--- src/rtl/mwire_pkg.sv ---
package mwire_pkg;
  typedef enum logic [2:0] {
    ST_IDLE,
    ST_OPC,
    ST_ADDR,
    ST_DATA,
    ST_READ,
    ST_HOLD
  } mw_state_e;

  localparam logic [1:0] OP_SPECIAL = 2'b00;
  localparam logic [1:0] OP_WRITE   = 2'b01;
  localparam logic [1:0] OP_READ    = 2'b10;
  localparam logic [1:0] OP_ERASE   = 2'b11;

  localparam logic [1:0] SUB_ENABLE  = 2'b11;
  localparam logic [1:0] SUB_DISABLE = 2'b00;
endpackage

--- src/rtl/mwire_cmd_decoder.sv ---
module mwire_cmd_decoder
  import mwire_pkg::*;
#(
  parameter int ADDR_W = 7,
  parameter int WORD_W = 16
) (
  input  logic              clk,
  input  logic              rst_n,
  input  logic              sel,
  input  logic              bit_stb,
  input  logic              bit_in,
  output logic              mem_we_o,
  output logic [ADDR_W-1:0] mem_waddr_o,
  output logic [WORD_W-1:0] mem_wdata_o,
  output logic              rd_start_o,
  output logic [ADDR_W-1:0] rd_addr_o,
  output logic              wen_o
);
  localparam int MAXLEN = (ADDR_W > WORD_W) ? ADDR_W : WORD_W;
  localparam int CNT_W  = $clog2(MAXLEN + 1);

  mw_state_e         state;
  logic [CNT_W-1:0]  cnt;
  logic [1:0]        op;
  logic [ADDR_W-1:0] addr_sr;
  logic [WORD_W-1:0] data_sr;
  logic              wen;

  logic [ADDR_W-1:0] full_addr;
  logic [WORD_W-1:0] full_data;
  logic              last_addr, last_data;
  logic [1:0]        sub;

  assign full_addr = {addr_sr[ADDR_W-2:0], bit_in};
  assign full_data = {data_sr[WORD_W-2:0], bit_in};
  assign last_addr = (state == ST_ADDR) && (cnt == CNT_W'(ADDR_W - 1));
  assign last_data = (state == ST_DATA) && (cnt == CNT_W'(WORD_W - 1));
  assign sub       = full_addr[ADDR_W-1 -: 2];

  always_comb begin
    mem_we_o = 1'b0;
    if (sel && bit_stb && wen) begin
      if (last_addr && op == OP_ERASE) mem_we_o = 1'b1;
      if (last_data && op == OP_WRITE) mem_we_o = 1'b1;
    end
  end

  assign mem_waddr_o = (state == ST_ADDR) ? full_addr : addr_sr;
  assign mem_wdata_o = (state == ST_DATA) ? full_data : '1;
  assign rd_start_o  = sel && bit_stb && last_addr && (op == OP_READ);
  assign rd_addr_o   = full_addr;
  assign wen_o       = wen;

  always_ff @(posedge clk or negedge rst_n) begin
    if (!rst_n) begin
      state   <= ST_IDLE;
      cnt     <= '0;
      op      <= '0;
      addr_sr <= '0;
      data_sr <= '0;
      wen     <= 1'b0;
    end else if (!sel) begin
      state <= ST_IDLE;
      cnt   <= '0;
    end else if (bit_stb) begin
      case (state)
        ST_IDLE: if (bit_in) begin
          state <= ST_OPC;
          cnt   <= '0;
        end
        ST_OPC: begin
          op  <= {op[0], bit_in};
          cnt <= cnt + 1'b1;
          if (cnt == CNT_W'(1)) begin
            state <= ST_ADDR;
            cnt   <= '0;
          end
        end
        ST_ADDR: begin
          addr_sr <= full_addr;
          cnt     <= cnt + 1'b1;
          if (last_addr) begin
            cnt <= '0;
            case (op)
              OP_READ:  state <= ST_READ;
              OP_WRITE: state <= ST_DATA;
              OP_ERASE: state <= ST_HOLD;
              default: begin
                state <= ST_HOLD;
                if (sub == SUB_ENABLE)  wen <= 1'b1;
                if (sub == SUB_DISABLE) wen <= 1'b0;
              end
            endcase
          end
        end
        ST_DATA: begin
          data_sr <= full_data;
          cnt     <= cnt + 1'b1;
          if (last_data) state <= ST_HOLD;
        end
        default: state <= state;
      endcase
    end
  end
endmodule

--- src/rtl/mwire_word_array.sv ---
module mwire_word_array #(
  parameter int ADDR_W = 7,
  parameter int WORD_W = 16
) (
  input  logic              clk,
  input  logic              rst_n,
  input  logic              we,
  input  logic [ADDR_W-1:0] waddr,
  input  logic [WORD_W-1:0] wdata,
  input  logic [ADDR_W-1:0] raddr,
  output logic [WORD_W-1:0] rdata
);
  localparam int DEPTH = 1 << ADDR_W;

  logic [WORD_W-1:0] mem [DEPTH];

  for (genvar g = 0; g < DEPTH; g++) begin : g_row
    always_ff @(posedge clk or negedge rst_n) begin
      if (!rst_n)                             mem[g] <= '1;
      else if (we && waddr == ADDR_W'(g))     mem[g] <= wdata;
    end
  end

  assign rdata = mem[raddr];
endmodule

--- src/rtl/mwire_rd_stream.sv ---
module mwire_rd_stream #(
  parameter int ADDR_W = 7,
  parameter int WORD_W = 16
) (
  input  logic              clk,
  input  logic              rst_n,
  input  logic              sel,
  input  logic              bit_stb,
  input  logic              rd_start,
  input  logic [ADDR_W-1:0] start_addr,
  input  logic [WORD_W-1:0] fetch_word,
  output logic [ADDR_W-1:0] fetch_addr,
  output logic              sdo,
  output logic              sdo_oe
);
  localparam int BC_W = $clog2(WORD_W);

  logic              active;
  logic [ADDR_W-1:0] ptr;
  logic [WORD_W-1:0] sh;
  logic [BC_W-1:0]   bcnt;
  logic              sdo_r;

  assign fetch_addr = rd_start ? start_addr : ptr + 1'b1;
  assign sdo        = sdo_r;
  assign sdo_oe     = active;

  always_ff @(posedge clk or negedge rst_n) begin
    if (!rst_n) begin
      active <= 1'b0;
      ptr    <= '0;
      sh     <= '0;
      bcnt   <= '0;
      sdo_r  <= 1'b0;
    end else if (!sel) begin
      active <= 1'b0;
    end else if (rd_start) begin
      active <= 1'b1;
      ptr    <= start_addr;
      sh     <= fetch_word;
      bcnt   <= '0;
      sdo_r  <= 1'b0;
    end else if (active && bit_stb) begin
      sdo_r <= sh[WORD_W-1];
      if (bcnt == BC_W'(WORD_W - 1)) begin
        ptr  <= ptr + 1'b1;
        sh   <= fetch_word;
        bcnt <= '0;
      end else begin
        sh   <= {sh[WORD_W-2:0], 1'b0};
        bcnt <= bcnt + 1'b1;
      end
    end
  end
endmodule

--- src/rtl/mwire_eeprom.sv ---
module mwire_eeprom #(
  parameter bit ORG16      = 1'b1,
  parameter int TOTAL_BITS = 2048
) (
  input  logic clk,
  input  logic rst_n,
  input  logic chip_sel,
  input  logic sclk,
  input  logic sdi,
  output logic sdo,
  output logic sdo_oe
);
  localparam int WORD_W = ORG16 ? 16 : 8;
  localparam int ADDR_W = $clog2(TOTAL_BITS / WORD_W);

  logic              sclk_q;
  logic              bit_stb;
  logic              mem_we;
  logic [ADDR_W-1:0] mem_waddr;
  logic [WORD_W-1:0] mem_wdata;
  logic              rd_start;
  logic [ADDR_W-1:0] rd_addr;
  logic [ADDR_W-1:0] fetch_addr;
  logic [WORD_W-1:0] fetch_word;
  logic              wen;

  always_ff @(posedge clk or negedge rst_n) begin
    if (!rst_n) sclk_q <= 1'b0;
    else        sclk_q <= sclk;
  end

  assign bit_stb = chip_sel && sclk && !sclk_q;

  mwire_cmd_decoder #(.ADDR_W(ADDR_W), .WORD_W(WORD_W)) u_dec (
    .clk        (clk),
    .rst_n      (rst_n),
    .sel        (chip_sel),
    .bit_stb    (bit_stb),
    .bit_in     (sdi),
    .mem_we_o   (mem_we),
    .mem_waddr_o(mem_waddr),
    .mem_wdata_o(mem_wdata),
    .rd_start_o (rd_start),
    .rd_addr_o  (rd_addr),
    .wen_o      (wen)
  );

  mwire_word_array #(.ADDR_W(ADDR_W), .WORD_W(WORD_W)) u_arr (
    .clk  (clk),
    .rst_n(rst_n),
    .we   (mem_we),
    .waddr(mem_waddr),
    .wdata(mem_wdata),
    .raddr(fetch_addr),
    .rdata(fetch_word)
  );

  mwire_rd_stream #(.ADDR_W(ADDR_W), .WORD_W(WORD_W)) u_rd (
    .clk       (clk),
    .rst_n     (rst_n),
    .sel       (chip_sel),
    .bit_stb   (bit_stb),
    .rd_start  (rd_start),
    .start_addr(rd_addr),
    .fetch_word(fetch_word),
    .fetch_addr(fetch_addr),
    .sdo       (sdo),
    .sdo_oe    (sdo_oe)
  );
endmodule

--- config.mk ---
export PLATFORM = sky130hd
export DESIGN_NAME = mwire_eeprom
export DESIGN_NICKNAME = d
export VERILOG_FILES = /design/src/rtl/mwire_pkg.sv /design/src/rtl/mwire_cmd_decoder.sv /design/src/rtl/mwire_word_array.sv /design/src/rtl/mwire_rd_stream.sv /design/src/rtl/mwire_eeprom.sv
export SDC_FILE = /design/constraint.sdc
export NUM_CORES = 2
export LEC_CHECK = 0
export ABC_AREA = 1
export BUFFER_PORTS_ARGS = -buffer_cell sky130_fd_sc_hd__buf_4
export CORE_MARGIN = 5
export CORE_UTILIZATION = 60
export CTS_CLUSTER_SIZE = 20
export DETAILED_ROUTE_END_ITERATION = 7
export GPL_ROUTABILITY_DRIVEN = 0
export HOLD_SLACK_MARGIN = 0.08
export MAX_ROUTING_LAYER = met4
export PLACE_DENSITY_LB_ADDON = 0.25
export SYNTH_ARGS = -nofsm -noshare
export SYNTH_HDL_FRONTEND = slang
export SYNTH_SLANG_ARGS = --single-unit
--- constraint.sdc ---
create_clock -name clk -period 2.91 [get_ports clk]
set_clock_uncertainty 0.15 [all_clocks]
set_input_delay 0.4365 -clock clk [delete_from_list [all_inputs] [get_ports clk]]
set_output_delay 0.4365 -clock clk [all_outputs]
set_load 0.03 [all_outputs]
Yosys cells after proc, flatten, opt, wreduce, memory -nomap -nowiden
Index checks and enable logic that the tools add are counted.

Add/sub/neg operators: 3. Magnitude comparators: 1. Eq/ne operators: 145. Mux-type cells: 38. Bitwise gates (word level): 2. Reductions and logical operators: 155.

Operators by type and width (count): $eq A7 B7 Y1 const B (64); $eq A7 B6 Y1 const B (32); $logic_and A1 B1 Y1 (139); $bmux W16 S7 (1); $eq A7 B5 Y1 const B (16); $mux W16 (6); $eq A7 B4 Y1 const B (8); $mux W7 (5); $eq A7 B3 Y1 const B (4); $mux W5 (5); $pmux W5 S4 (1); $mux W3 (6); $eq A7 B2 Y1 const B (2); $mux W4 (3); $pmux W3 S4 (1); $reduce_and A3 Y1 (4); $reduce_and A6 Y1 (2); $mux W1 (9); $ne A3 B2 Y1 const B (3); $ge A8 B8 Y1 const B (1); $not A7 Y8 (1); $add A7 B1 Y7 const B (1); $eq A7 B1 Y1 const B (1); $logic_not A7 Y1 (1); other kinds (21) (28).

Bits in registers: 2111. Input bits: 5. Output and inout bits: 2. Logic and storage cells: 484.

Longest topological paths before layout
Word-level depth: 13. Gate-level depth with buffers: 23. Gate-level depth less buffers: 21.

Cells and area by module
Synthesis repeated with hierarchy kept, for this count alone.

Cell total of the unflattened synthesis: 11941. Area total of the unflattened synthesis: 98075.3 um2.

Modules (own cells, without submodules): mwire_word_array (instances 1, cells an instance 11496, area an instance 94624.5 um2, sequential area each 53811.6 um2); mwire_cmd_decoder (instances 1, cells an instance 246, area an instance 1885.6 um2, sequential area each 825.8 um2); mwire_rd_stream (instances 1, cells an instance 196, area an instance 1530.2 um2, sequential area each 725.7 um2); mwire_eeprom (instances 1, cells an instance 3, area an instance 35.0 um2, sequential area each 25.0 um2).

Worst setup path before layout
OpenSTA, ideal clock, no wires.

Path type: register to register. Start: register u_dec.cnt[0]. End: register u_rd.sh[12]. Library setup time: 116 ps. Data arrival time: 2395 ps. Data required time: 2644 ps. Slack: 249 ps. Cell stages (with the launch flop): 24. Path buffers: 4. Period minus slack after synthesis: 2661 ps. Path through: dfrtp_1 > inv_1 > ha_1 > nand2_1 > inv_1 > nand2_1 > nor2_4 > nand4_1 > buf_2 > nand2_2 > buf_4 > buf_2 > buf_2 > nand2_1 > nand3_1 > nand3_1 > nand3_1 > nand3_1 > nand2_1 > nand2_1 > nand3_1 > nand3_1 > nand2_1 > nand2_1.

Longest elaborated chain between the ends: 12. Elaborated cells between the ends (all ways): 14. Those cells by class: eq/ne: 1; mux: 7; bitwise: 1; reduce/logical: 5.

RTL lines: start: declaration (line mwire_cmd_decoder.sv:23) `logic [CNT_W-1:0] cnt;`; start signal: assignment (line mwire_cmd_decoder.sv:73) `cnt <= cnt + 1'b1;`; start signal: assignment (line mwire_cmd_decoder.sv:81) `cnt <= cnt + 1'b1;`; start signal: assignment (line mwire_cmd_decoder.sv:98) `cnt <= cnt + 1'b1;`; $eq A5 B3 Y1 (*) (line mwire_cmd_decoder.sv:36) `assign last_addr = (state == ST_ADDR) && (cnt == CNT_W'(ADDR_W - 1));`; $logic_and A1 B1 Y1 (*) (line mwire_cmd_decoder.sv:36); $logic_and A1 B1 Y1 (*) (2 in series) (line mwire_cmd_decoder.sv:50) `assign rd_start_o = sel && bit_stb && last_addr && (op == OP_READ);`; $mux W7 (line mwire_rd_stream.sv:24) `assign fetch_addr = rd_start ? start_addr : ptr + 1'b1;`; $not A7 Y8 (not written as such) (line mwire_word_array.sv:24) `assign rdata = mem[raddr];`; $bmux W16 S7 (line mwire_word_array.sv:24); $mux W16 (not written as such) (2 in series) (line mwire_word_array.sv:24); $mux W16 (line mwire_rd_stream.sv:45) `if (bcnt == BC_W'(WORD_W - 1)) begin`; $mux W16 (line mwire_rd_stream.sv:43) `end else if (active && bit_stb) begin`; $mux W16 (line mwire_rd_stream.sv:37) `end else if (rd_start) begin`; end signal: assignment (line mwire_rd_stream.sv:40) `sh <= fetch_word;`; end signal: assignment (line mwire_rd_stream.sv:47) `sh <= fetch_word;`; end signal: assignment (line mwire_rd_stream.sv:50) `sh <= {sh[WORD_W-2:0], 1'b0};`; end: declaration (line mwire_rd_stream.sv:20) `logic [WORD_W-1:0] sh;`.

Mark *: on every way between the ends. The rest lies on a longest branch, timed or not. The select of a mux whose other input is x is not followed. A chain may end at the register's enable or synchronous reset.

Final worst setup path
Start: register u_dec.cnt[0]. End: register u_rd.sh[15].

Same word-level chain as after synthesis.

==> qor.yml <==
synthesis:
  synth_compound_area_frac: 0.102
  ys.flop_type: "dfstp_2"
  synth-edff-count: 0
  synth_xor_area_frac: 0.000418
  yosys-top-cells-area: "dfstp_2 51%, nand2_1 17%, o21ai_0 9.4%"
  synth.top_cell.area_share: 0.514
  syn-num-nets: 13621
  yosysWarnings: 0
  synth_fa_ha_area_frac: 0.000837
  yosys.area.top_type: "dfstp_2"
  synth_top_family_by_area: "simple AND/OR/NAND/NOR gates"
  synthCells: 13609
  synth.distinct_cells: 33
  synthTopCellsByCount: "4,666 x nand2_1, 2,048 x dfstp_2, 1,956 x o21ai_0, 1,838 x nand3_1, 1,541 x inv_1"
  synthSimpleGateAreaFrac: 0.268
  yosys.cell_count.top_type: "nand2_1"
  synthMuxAreaShare: 0.00129
  synth-seq-area-share: 0.529
  async_flop_share: 1.00
  synth-seq-cells: 2111
  synth_area_um2: 105000
  syn_area_per_cell_um2: 7.69
floorplan:
  die-area_um2: 183000
  io_pins: 7
  die_h_um: 428
  start_util: 0.603
  die_w_um: 428
  rows: 153
  coreArea_um2: 174000
cells_and_area:
  area_growth_pct: 18.9
  final_util: 0.717
  fillers: 12649
  final_nets: 13574
  layout-drive-gt1-share: 0.264
timing:
  setup_viol: 16
  relSlewSlack: 0.522
  setup_slack_ps: -518
  maxSlewViolCount: 0
  min_period_over_period: 1.18
  clock.fmax_ghz: 0.292
  rsz0062_at_grt: "yes"
  hold_viol: 0
  fin_crit_ps: 3430
  tightest_slew_ps: 715
clocking:
  clkSinkCount: 2111
  clk_pin_slew_ps: 60
  cts_root_buf: "clkbuf_16"
  cts_tree: "built"
  htreeDepth: 4
  clock_latency_ps: 870
  cts_buffers: 215
  clock_path_buffers: 3
run:
  cap_violations: 0
setup_path:
  cp-start-kind: "register"
  required_ps: 3510
  crit_top_cell: "nand2_1"
  critical-path-slowest-cell: "dfrtp_1"
  path_buf_inv: 8
  critPathCaptureType: "register"
  critical-path-max-stage-delay_ps: 390
  crit_type: "reg2reg"
  cp_max_fo: 8
  cp.arrival_ps: 4030
  crit_family: "simple AND/OR/NAND/NOR gates"
detailed_routing:
  first_iter_violations: 14399
  avgViaCountPerCell: 5.98
  drc_errors: 1
  first_pass_iters: 8
  finalWirelength_mm: 345
  detail_route.wl_per_cell_um: 21.5
  drtAntennaViolNets: 0
  vias: 96180
outcome:
  status: "finished with violations"
  violations: "DRC, setup timing"
power:
  seqPwrFrac: 0.454
  p_per_area_nw_per_um2: 523
  p_sw_mw: 16.4
  p_int_mw: 48.7
  p_clk_frac: 0.449
  pwr-share-comb: 0.096
  power.share.switching: 0.252
  p_leak_nw: 50.5
  max-vdd-ir-drop_mv: 0.535
place:
  port_buffers: 6
  dp_hpwl_mm: 204
  dp_slack_ps: -817
global_route:
  grt_pass1_wl_mm: 527
  grt_pass1_vias: 92387
  grt_max_degree: 104
  overflow: 0
  grt_usage: 0.377
  antenna_found_initial: 6
worst_hold_path:
  min_path_type: "reg2reg"
==> sequential cells by signal, summed over array words and instances, names as in the netlist <==
name and cells:
sclk_q 1, u_arr.mem 2048, u_dec.addr_sr 7, u_dec.cnt 5, u_dec.data_sr 15, u_dec.op 2
u_dec.state 3, u_dec.wen_o 1, u_rd.bcnt 4, u_rd.ptr 7, u_rd.sdo 1, u_rd.sdo_oe 1
u_rd.sh 16
==> cells by family (layout without fill, tap and decap cells) <==
kind of cell,after synthesis,after routing
AOI/OAI and AO/OA,2116,2116
xor gates and xnor gates,5,5
adders and majority gates,7,7
buffers and inverters,2634,2771
DFF,2111,2111
muxes,12,12
other,0,3
and+or+nand+nor,6724,6724
==> tightest hold or removal path: cells and delay by family (launching register included) <==
kind | cells | cell delay [ps]
flops | 1 | 360
simple gates | 1 | 50
compound gates | 1 | 50
==> final cells by class <==
cell class	count	area [um^2]	area share
antenna	3	7.51	0.0000603
clock buffer	324	6450	0.0518
clock inverter	77	1060	0.00854
inverter	1545	5810	0.0467
multi-input combinational	8864	41100	0.330
sequential	2111	55400	0.445
tap	2325	2910	0.0234
timing repair buffer	825	11700	0.0940
==> power by group through the flow <==
stage          registers (mW)  logic, mW  clock network, mW
2_1_floorplan            30.0       2.55                  0
3_3_place_gp             30.0       5.13                  0
3_5_place_dp             30.0       5.19                  0
4_1_cts                  29.6       5.71               29.5
5_1_grt                  29.6       6.65               30.8
6_report                 29.6       6.26               29.3
==> layout by cell type, fill, tap and decap left out, types with 39 or more instances in the layout <==
cell / count
buf_12: 283
buf_16: 47
buf_4: 397
buf_6: 42
clkbuf_1: 50
clkbuf_16: 250
clkbuf_8: 54
dfrtp_1: 63
dfstp_2: 2048
inv_1: 1537
nand2_1: 4560
nand2_2: 74
nand3_1: 1614
nand3_2: 188
nand3_4: 39
nand3b_1: 92
nor2_1: 76
o21ai_0: 1867
o21ai_1: 212
==> timing repair <==
item                                    4_1_cts  5_1_grt
gates cloned                                 29       32
endpoints found under the setup margin      242      700
hold buffers                                  5        0
setup buffers                                32       33
pin swaps                                    21       74
hold endpoints to repair                    259        0
gates resized for setup                     252      397
==> per-stage QoR <==
stage               TNS (ps)  total power [mW]  instance area, um^2  instances  hold WS (ps)
floorplan                  0              32.6               105000      13609         -9.09
global placement      -11210              35.1               112000      15543           310
detailed placement    -13310              35.2               112000      15543           315
CTS                    -7150              64.8               122000      16010           324
global route           -9640              67.0               124000      16074           334
finish                 -7520              65.1               124000      16074           322
==> path summary, 6_finish.rpt <==
kind                                 startpoint              end  slack (ps)  cells after the start
min in group asynchronous                 rst_n   u_arr.mem[513]         420                      2
worst max-delay path               u_dec.cnt[0]      u_rd.sh[15]        -520                     25
worst min-delay path            u_arr.mem[1665]  u_arr.mem[1665]         320                      2
worst min register to register  u_arr.mem[1665]  u_arr.mem[1665]         320                      2
worst max register to register     u_dec.cnt[0]      u_rd.sh[15]        -520                     25
max in group asynchronous                 rst_n  u_arr.mem[1159]        1280                      4
==> per-layer routing <==
metal  global-route usage  up-vias  part of all wire
li1                     -    42756                 -
met1                0.488    46153              0.38
met2                0.567     6070              0.45
met3               0.0770     1201              0.12
met4                0.190        0             0.055
met5                    -        -                 0
(Power assumes the default switching activity.)
